===== src/rtl/fold_pkg.sv =====
package fold_pkg;

  typedef enum logic [1:0] {
    FOLLOW_SEQ    = 2'b00,
    FOLLOW_JUMP   = 2'b01,
    FOLLOW_BRANCH = 2'b10,
    FOLLOW_CALL   = 2'b11
  } followKind_e;

  typedef struct packed {
    logic writeLine;
    logic readLine;
    logic useBypass;
    logic loadFall;
    logic loadRedirect;
    logic holdLink;
    logic selDefer;
  } foldStrobe_t;

endpackage


===== src/rtl/fold_dp.sv =====
module fold_dp
  import fold_pkg::*;
#(
  parameter int ADDR_W  = 16,
  parameter int INDEX_W = 3,
  parameter int INSTR_W = 32
) (
  input  logic               clk,
  input  logic               rstN,
  input  foldStrobe_t        strobe,
  input  logic [ADDR_W-1:0]  refillPc,
  input  logic [INSTR_W-1:0] refillInstr,
  input  followKind_e        refillKind,
  input  logic [ADDR_W-1:0]  refillTarget,
  input  logic [ADDR_W-1:0]  fetchPc,
  output logic               sameIdx,
  output logic               readBranch,
  output logic               rspValid,
  output logic               rspHit,
  output logic [INSTR_W-1:0] rspInstr,
  output logic [ADDR_W-1:0]  rspNext,
  output logic               rspFolded,
  output logic               rspLink,
  output logic [ADDR_W-1:0]  rspLinkAddr,
  output logic [ADDR_W-1:0]  redirectPc,
  output logic [ADDR_W-1:0]  linkData
);

  localparam int TAG_W = ADDR_W - INDEX_W - 2;
  localparam int LINES = 1 << INDEX_W;

  logic [LINES-1:0]   validQ;
  logic [TAG_W-1:0]   tagQ   [LINES];
  logic [INSTR_W-1:0] instrQ [LINES];
  logic [ADDR_W-1:0]  nextQ  [LINES];
  logic [ADDR_W-1:0]  altQ   [LINES];
  logic [LINES-1:0]   brQ;
  logic [LINES-1:0]   linkQ;

  logic [INDEX_W-1:0] wrIdx, rdIdx;
  logic [TAG_W-1:0]   wrTag, rdTag;
  logic [ADDR_W-1:0]  newNext, newAlt;
  logic               newBr, newLink;

  logic               selValid, selBr, selLink, selHit;
  logic [TAG_W-1:0]   selTag;
  logic [INSTR_W-1:0] selInstr;
  logic [ADDR_W-1:0]  selNext, selAlt;

  logic [ADDR_W-1:0]  fallQ, deferQ;
  logic               unusedLowBits;

  assign unusedLowBits = ^{refillPc[1:0], fetchPc[1:0]};

  assign wrIdx = refillPc[INDEX_W+1:2];
  assign wrTag = refillPc[ADDR_W-1:INDEX_W+2];
  assign rdIdx = fetchPc[INDEX_W+1:2];
  assign rdTag = fetchPc[ADDR_W-1:INDEX_W+2];
  assign sameIdx = (wrIdx == rdIdx);

  // Line contents computed from the refill request
  always_comb begin
    newNext = (refillKind == FOLLOW_SEQ) ? refillPc + ADDR_W'(4) : refillTarget;
    newAlt  = refillPc + ADDR_W'(8);
    newBr   = (refillKind == FOLLOW_BRANCH);
    newLink = (refillKind == FOLLOW_CALL);
  end

  // Storage
  always_ff @(posedge clk or negedge rstN) begin
    if (!rstN) begin
      validQ <= '0;
      brQ    <= '0;
      linkQ  <= '0;
    end else if (strobe.writeLine) begin
      validQ[wrIdx] <= 1'b1;
      brQ[wrIdx]    <= newBr;
      linkQ[wrIdx]  <= newLink;
    end
  end

  always_ff @(posedge clk) begin
    if (strobe.writeLine) begin
      tagQ[wrIdx]   <= wrTag;
      instrQ[wrIdx] <= refillInstr;
      nextQ[wrIdx]  <= newNext;
      altQ[wrIdx]   <= newAlt;
    end
  end

  // Read select with same-cycle refill forwarding
  always_comb begin
    if (strobe.useBypass) begin
      selValid = 1'b1;
      selTag   = wrTag;
      selInstr = refillInstr;
      selNext  = newNext;
      selAlt   = newAlt;
      selBr    = newBr;
      selLink  = newLink;
    end else begin
      selValid = validQ[rdIdx];
      selTag   = tagQ[rdIdx];
      selInstr = instrQ[rdIdx];
      selNext  = nextQ[rdIdx];
      selAlt   = altQ[rdIdx];
      selBr    = brQ[rdIdx];
      selLink  = linkQ[rdIdx];
    end
    selHit = selValid && (selTag == rdTag);
  end

  assign readBranch = selHit && selBr;

  // Response and side registers
  always_ff @(posedge clk or negedge rstN) begin
    if (!rstN) begin
      rspValid    <= 1'b0;
      rspHit      <= 1'b0;
      rspInstr    <= '0;
      rspNext     <= '0;
      rspFolded   <= 1'b0;
      rspLink     <= 1'b0;
      rspLinkAddr <= '0;
      fallQ       <= '0;
      redirectPc  <= '0;
      deferQ      <= '0;
    end else begin
      rspValid  <= strobe.readLine;
      rspHit    <= strobe.readLine && selHit;
      rspFolded <= strobe.readLine && selHit && selBr;
      rspLink   <= strobe.readLine && selHit && selLink;
      if (strobe.readLine) begin
        rspInstr    <= selInstr;
        rspNext     <= selNext;
        rspLinkAddr <= selAlt;
      end
      if (strobe.loadFall)     fallQ      <= selAlt;
      if (strobe.loadRedirect) redirectPc <= fallQ;
      if (strobe.holdLink)     deferQ     <= rspLinkAddr;
    end
  end

  assign linkData = strobe.selDefer ? deferQ : rspLinkAddr;

endmodule


===== src/rtl/fold_ctl.sv =====
module fold_ctl
  import fold_pkg::*;
(
  input  logic        clk,
  input  logic        rstN,
  input  logic        refillEn,
  input  logic        fetchEn,
  input  logic        sameIdx,
  input  logic        readBranch,
  input  logic        rspLink,
  input  logic        regWriteEn,
  input  logic        resolveValid,
  input  logic        resolveTaken,
  output foldStrobe_t strobe,
  output logic        redirectValid,
  output logic        linkWe,
  output logic        stall
);

  logic pendQ;
  logic deferQ;
  logic mispredict;
  logic deferNow;

  assign mispredict = resolveValid && !resolveTaken && pendQ;
  assign deferNow   = rspLink && (regWriteEn || deferQ);

  always_comb begin
    strobe              = '0;
    strobe.writeLine    = refillEn;
    strobe.readLine     = fetchEn;
    strobe.useBypass    = refillEn && fetchEn && sameIdx;
    strobe.loadFall     = fetchEn && readBranch;
    strobe.loadRedirect = mispredict;
    strobe.holdLink     = deferNow;
    strobe.selDefer     = deferQ;
  end

  always_ff @(posedge clk or negedge rstN) begin
    if (!rstN) begin
      pendQ         <= 1'b0;
      deferQ        <= 1'b0;
      redirectValid <= 1'b0;
    end else begin
      if (fetchEn && readBranch) pendQ <= 1'b1;
      else if (resolveValid)     pendQ <= 1'b0;
      deferQ        <= deferNow;
      redirectValid <= mispredict;
    end
  end

  assign linkWe = deferQ || (rspLink && !regWriteEn);
  assign stall  = deferNow;

endmodule


===== src/rtl/fold_icache.sv =====
module fold_icache
  import fold_pkg::*;
#(
  parameter int ADDR_W  = 16,
  parameter int INDEX_W = 3,
  parameter int INSTR_W = 32
) (
  input  logic               clk,
  input  logic               rstN,
  input  logic               refillEn,
  input  logic [ADDR_W-1:0]  refillPc,
  input  logic [INSTR_W-1:0] refillInstr,
  input  logic [1:0]         refillKind,
  input  logic [ADDR_W-1:0]  refillTarget,
  input  logic               fetchEn,
  input  logic [ADDR_W-1:0]  fetchPc,
  output logic               rspValid,
  output logic               rspHit,
  output logic [INSTR_W-1:0] rspInstr,
  output logic [ADDR_W-1:0]  rspNext,
  output logic               rspFolded,
  output logic               rspLink,
  input  logic               resolveValid,
  input  logic               resolveTaken,
  output logic               redirectValid,
  output logic [ADDR_W-1:0]  redirectPc,
  input  logic               regWriteEn,
  output logic               linkWe,
  output logic [ADDR_W-1:0]  linkData,
  output logic               stall
);

  foldStrobe_t       strobe;
  logic              sameIdx;
  logic              readBranch;
  logic [ADDR_W-1:0] rspLinkAddr;

  fold_ctl u_ctl (
    .clk          (clk),
    .rstN         (rstN),
    .refillEn     (refillEn),
    .fetchEn      (fetchEn),
    .sameIdx      (sameIdx),
    .readBranch   (readBranch),
    .rspLink      (rspLink),
    .regWriteEn   (regWriteEn),
    .resolveValid (resolveValid),
    .resolveTaken (resolveTaken),
    .strobe       (strobe),
    .redirectValid(redirectValid),
    .linkWe       (linkWe),
    .stall        (stall)
  );

  fold_dp #(
    .ADDR_W (ADDR_W),
    .INDEX_W(INDEX_W),
    .INSTR_W(INSTR_W)
  ) u_dp (
    .clk         (clk),
    .rstN        (rstN),
    .strobe      (strobe),
    .refillPc    (refillPc),
    .refillInstr (refillInstr),
    .refillKind  (followKind_e'(refillKind)),
    .refillTarget(refillTarget),
    .fetchPc     (fetchPc),
    .sameIdx     (sameIdx),
    .readBranch  (readBranch),
    .rspValid    (rspValid),
    .rspHit      (rspHit),
    .rspInstr    (rspInstr),
    .rspNext     (rspNext),
    .rspFolded   (rspFolded),
    .rspLink     (rspLink),
    .rspLinkAddr (rspLinkAddr),
    .redirectPc  (redirectPc),
    .linkData    (linkData)
  );

endmodule


===== config.mk =====
export PLATFORM = sky130hd
export DESIGN_NAME = fold_icache
export DESIGN_NICKNAME = d
export VERILOG_FILES = /design/src/rtl/fold_pkg.sv /design/src/rtl/fold_dp.sv /design/src/rtl/fold_ctl.sv /design/src/rtl/fold_icache.sv
export SDC_FILE = /design/constraint.sdc
export NUM_CORES = 1
export LEC_CHECK = 0
export ABC_CLOCK_PERIOD_IN_PS = 3400
export CAP_MARGIN = 10
export CORE_UTILIZATION = 41
export DETAILED_ROUTE_END_ITERATION = 10
export PLACE_DENSITY_LB_ADDON = 0.15
export SYNTH_ARGS = -nofsm -noshare
export SYNTH_HDL_FRONTEND = slang
export SYNTH_SLANG_ARGS = --single-unit
export TNS_END_PERCENT = 30

===== constraint.sdc =====
create_clock -name clk -period 3.4 [get_ports clk]
set_clock_uncertainty 0.15 [all_clocks]
set_input_delay 1.02 -clock clk [delete_from_list [all_inputs] [get_ports clk]]
set_output_delay 1.02 -clock clk [all_outputs]
set_load 0.01 [all_outputs]

Word level (Yosys, flattened, before mapping)

Memories as Yosys holds them, arrays and structs flattened. A register that Yosys moved wholly into a read port is not among the register bits.
Index checks and enable logic that the tools add are counted.

Memory bits (writable): 600
Memories kept: 4
Output and inout port bits: 87
Word-level logic and storage cells: 70
Bits in registers: 95
Bits of input ports: 89

Reduce and logical (&&, ||, !) cells: 21
Multiplexer cells: 21
Magnitude comparators: 3
Equal/unequal tests: 4
Bitwise logic cells: 1
Add/sub/neg operators: 2

Memories:

| memory      | depth | bits a word | read ports | clocked after memory_dff | wr ports | line          | text |
|---|---|---|---|---|---|---|---|
| u_dp.instrQ | 8     | 32          | 1          | 1                        | 1        | fold_dp.sv:34 | `logic [INSTR_W-1:0] instrQ [LINES];` |
| u_dp.altQ   | 8     | 16          | 1          | 0                        | 1        | fold_dp.sv:36 | `logic [ADDR_W-1:0] altQ [LINES];` |
| u_dp.nextQ  | 8     | 16          | 1          | 1                        | 1        | fold_dp.sv:35 | `logic [ADDR_W-1:0] nextQ [LINES];` |
| u_dp.tagQ   | 8     | 11          | 1          | 0                        | 1        | fold_dp.sv:33 | `logic [TAG_W-1:0] tagQ [LINES];` |

Operators with widths:

| cell                  | count |
|---|---|
| $mux 16               | 3 |
| $add 16x3->16 const B | 1 |
| $add 16x4->16 const B | 1 |
| $bwmux 8              | 2 |
| $logic_and 1x1->1     | 13 |
| $eq 11x11->1          | 1 |
| $mux 1                | 11 |
| $mux 11               | 1 |
| $bmux 1 s3            | 3 |
| $lt 3x4->1 const B    | 2 |
| $or 8x8->8            | 1 |
| $eq 2x2->1 const B    | 2 |
| $logic_not 1->1       | 4 |
| $demux 1 s3           | 1 |
| $eq 3x3->1            | 1 |
| $ge 3x1->1 const B    | 1 |
| $logic_not 2->1       | 1 |
| $logic_or 1x1->1      | 2 |
| $reduce_bool 2->1     | 1 |

Longest topological paths before layout

Word-level depth: 8
Depth in mapped cells: 12

By module

Synthesis repeated with hierarchy kept, for this count alone.

Cells, all modules: 1590
Area, all modules: 29829.9 sq um

Modules (own cells, without submodules):

| module   | cells each | area each (sq um) | seq. area each (sq um) | times used |
|---|---|---|---|---|
| fold_dp  | 1573       | 29664.7           | 21520.6                | 1 |
| fold_ctl | 17         | 165.2             | 75.1                   | 1 |

Least setup slack after synthesis

OpenSTA, ideal clock, no wires.

Kind: input -> register
Start: input port refillEn
End: memory u_dp.altQ[0][0] (enable)
Path buffers: 1
Setup time: 0.429 ns
Arrival: 3.079 ns
Cell stages on the path: 4
Setup slack: -0.257 ns
Path through: clkbuf_1 > nor2b_1 > nand2_1 > inv_1

Longest elaborated chain between the ends: 2

RTL lines:

| item                         | line              | text |
|---|---|---|
| start, declared              | fold_icache.sv:10 | `input logic refillEn,` |
| $mux 1                       | fold_dp.sv:83     | `if (strobe.writeLine) begin` |
| $mux 1 (not written as such) | fold_dp.sv:87     | `altQ[wrIdx] <= newAlt;` |
| end, declared                | fold_dp.sv:36     |  |

No other way between the ends.

Worst setup path after layout

Start: input port regWriteEn
End: output port linkWe

Longest elaborated chain between the ends: 3

RTL lines:

| item              | line              | text |
|---|---|---|
| start, declared   | fold_icache.sv:27 | `input logic regWriteEn,` |
| $logic_not 1->1   | fold_ctl.sv:52    | `assign linkWe = deferQ \|\| (rspLink && !regWriteEn);` |
| $logic_and 1x1->1 | fold_ctl.sv:52    |  |
| $logic_or 1x1->1  | fold_ctl.sv:52    |  |
| end, declared     | fold_icache.sv:28 | `output logic linkWe,` |

No other way between the ends.

==> metrics <==
status complete, no violations; Rel. slew slack 28.2%; final core occ 51.3%; total power 20.6 mW; final hold vios 0; Net Switching 4.50 mW; CTS tree built; EDFF count, synth 600; sequential power share 50.5%; row count 98; Most used DFF post-synth edfxtp_1; routability cong. 0.757; sw frac 21.8%; Post-synth ARST share 19.2%; Seq cells post-synth 743; htree depth 3; Logic pwr share 9.0%; fin cells 2978; Die Ht 271 um; gr usage total 19.5%; Reg clk slew, reported paths 0.05 ns; Slew @ Worst Pin 1.08 ns; Final setup viols 0; setup TNS 0 ns; critical path class in2out; Skew-Pair Late Insertion Delay 0.62 ns; Place WS -0.619 ns; Leak 13.2 nW; post-synthesis sequential area ratio 72.9%; drt total wl 70100 um; max-cap viol count 0; first-pass GRT wire length 106000 um; Mapped Area 29600 um2; post-CTS setup repair buffer count 0; core box area 71500 um2; initial antenna violation count 3; RSZ-0062 raised after global routing no; crit path to linkWe; number of buffers added on ports 173; vias 15700; Sink Count 743; DR WL/cell 23.5 um; ANT nets after route 0; Syn Inst Count 1614; reg-to-reg setup timing slack 0.41 ns; crit path DAT 2.17 ns; ant diodes 0; Mean Syn Cell Area 18.3 um2; initial DRC count 1127; Syn Nets 1708; most common cell after layout, fill and taps aside edfxtp_1; post-route cell area 36700 um2; cell count after placement 2835; Reg2Reg Depth 9; Via density 5.27; vias in the first global route 16600; Hold WS 0.234 ns; placed cell area 34100 um2; RR Startpoint u_dp.tagQ[7][10]; fin nets 2059; Period Utilization, post-route 98.1%; Worst Setup SP regWriteEn; kind of start point of the critical path primary input; Post-DP HPWL 43700 um; number of remaining DRC errors 0; CTS root buf clkbuf_16; final critical-path required period 3.34 ns; Num CTS Buffers 78; commonest non-fill, non-tap cells in the layout edfxtp_1 (600), clkdlybuf4s50_1 (166), mux4_2 (153); clk buf depth 3; post-CTS sizing 0; Critical Path Sink Type output pin; die width 271 um; peak supply drop 0.000407 V; count of pins over their slew limit 0; Starting Density 41.4%; total die area 73300 um2; GRT Residual Overflow 0; Synth Warn # 0; Worst EP required 2.23 ns; layout cells sized above 1 26.9%; CP Max Fanout 2; clock network fraction of total power 40.5%; reg2reg end u_dp.fallQ[5]; largest net degree at the start of global routing 69; FILL cells 5812; power per standard cell area 563 nW/um2; Max Clk Rate 0.300 GHz; worst min path class in2async; Synth-to-Final Area Change 23.8%; Netlist cell types 49; Internal 16.1 mW; # IOs 176; hold buffer count at CTS 0; final worst slack 0.0640 ns; Initial DRT Pass Iterations 5
[area by class of cell]
cell class	count	area (um2)	share of cell area, %
clock buffer	114	2310	6.29
clock inverter	29	239	0.652
inverter	71	287	0.782
multi-input combinational	715	7370	20.1
sequential	743	21600	58.9
tap	950	1190	3.24
timing repair buffer	356	3670	10.0
[Yosys cell counts (all sizes together), types with 2 or more instances]
master | number | area share, %
edfxtp | 600 | 61
mux4 | 155 | 12
dfrtp | 143 | 12
nand2 | 135 | 1.7
o21ai | 77 | 1.3
mux2 | 75 | 3.0
mux2i | 75 | 2.5
inv | 70 | 0.89
clkbuf | 49 | 0.62
o211ai | 48 | 1.2
buf | 36 | 0.69
nor2 | 33 | 0.42
xnor2 | 25 | 0.74
a21oi | 21 | 0.35
xor2 | 12 | 0.35
nand3 | 10 | 0.17
nand2b | 9 | 0.19
ha | 5 | 0.21
nand4 | 5 | 0.11
a211oi | 3 | 0.076
a31oi | 3 | 0.084
nor2b | 3 | 0.063
nor4 | 3 | 0.084
and3 | 2 | 0.042
nor3 | 2 | 0.034
[logic make-up after synthesis]
logic type	after synthesis	synth area share [%]
DFF	743	72.9
muxes	305	17.3
and+or+nand+nor	208	2.98
AOI/OAI and AO/OA	160	3.25
buffers and inverters	156	2.21
xor gates and xnor gates	37	1.09
adders and majority gates	5	0.211
[sequential cells by signal, summed over array words and instances (netlist names), 32 cells and up]
register and count:
u_dp.tagQ 88, u_dp.rspInstr 32, u_dp.nextQ 128, u_dp.instrQ 256
u_dp.altQ 128
[metal layers]
metal,GRT usage [%],share of wire (%)
met1,27.1,44
met2,32.5,50
met3,3.19,4.1
met4,4.37,1.6
met5,0,0.050
[worst max-delay path, stage by stage]
cell and delay, ns:
clkdlybuf4s50_1 0.48, inv_1 0.04, a21o_1 0.16, clkdlybuf4s50_1 0.47
[power groups by stage]
stage               clock (mW)  sequential [mW]  combinational [mW]
floorplan                    0             10.6               0.882
global placement             0             10.6                1.86
finish                    8.35             10.4                1.85
global route              8.90             10.5                2.01
detailed placement           0             10.6                1.88
CTS                       8.59             10.4                1.89
[worst min-delay path by stage]
stage / to / slack, ns
final: u_dp.deferQ[4] / 0.23
after global routing: u_dp.redirectPc[10] / 0.24
after CTS: u_dp.rspFolded / 0.22
after detailed placement: u_dp.redirectPc[5] / 0.30
after global placement: u_dp.validQ[4] / 0.30
after floorplan: u_dp.validQ[2] / 0.28
Note: power is estimated with default switching activity, not from simulation.
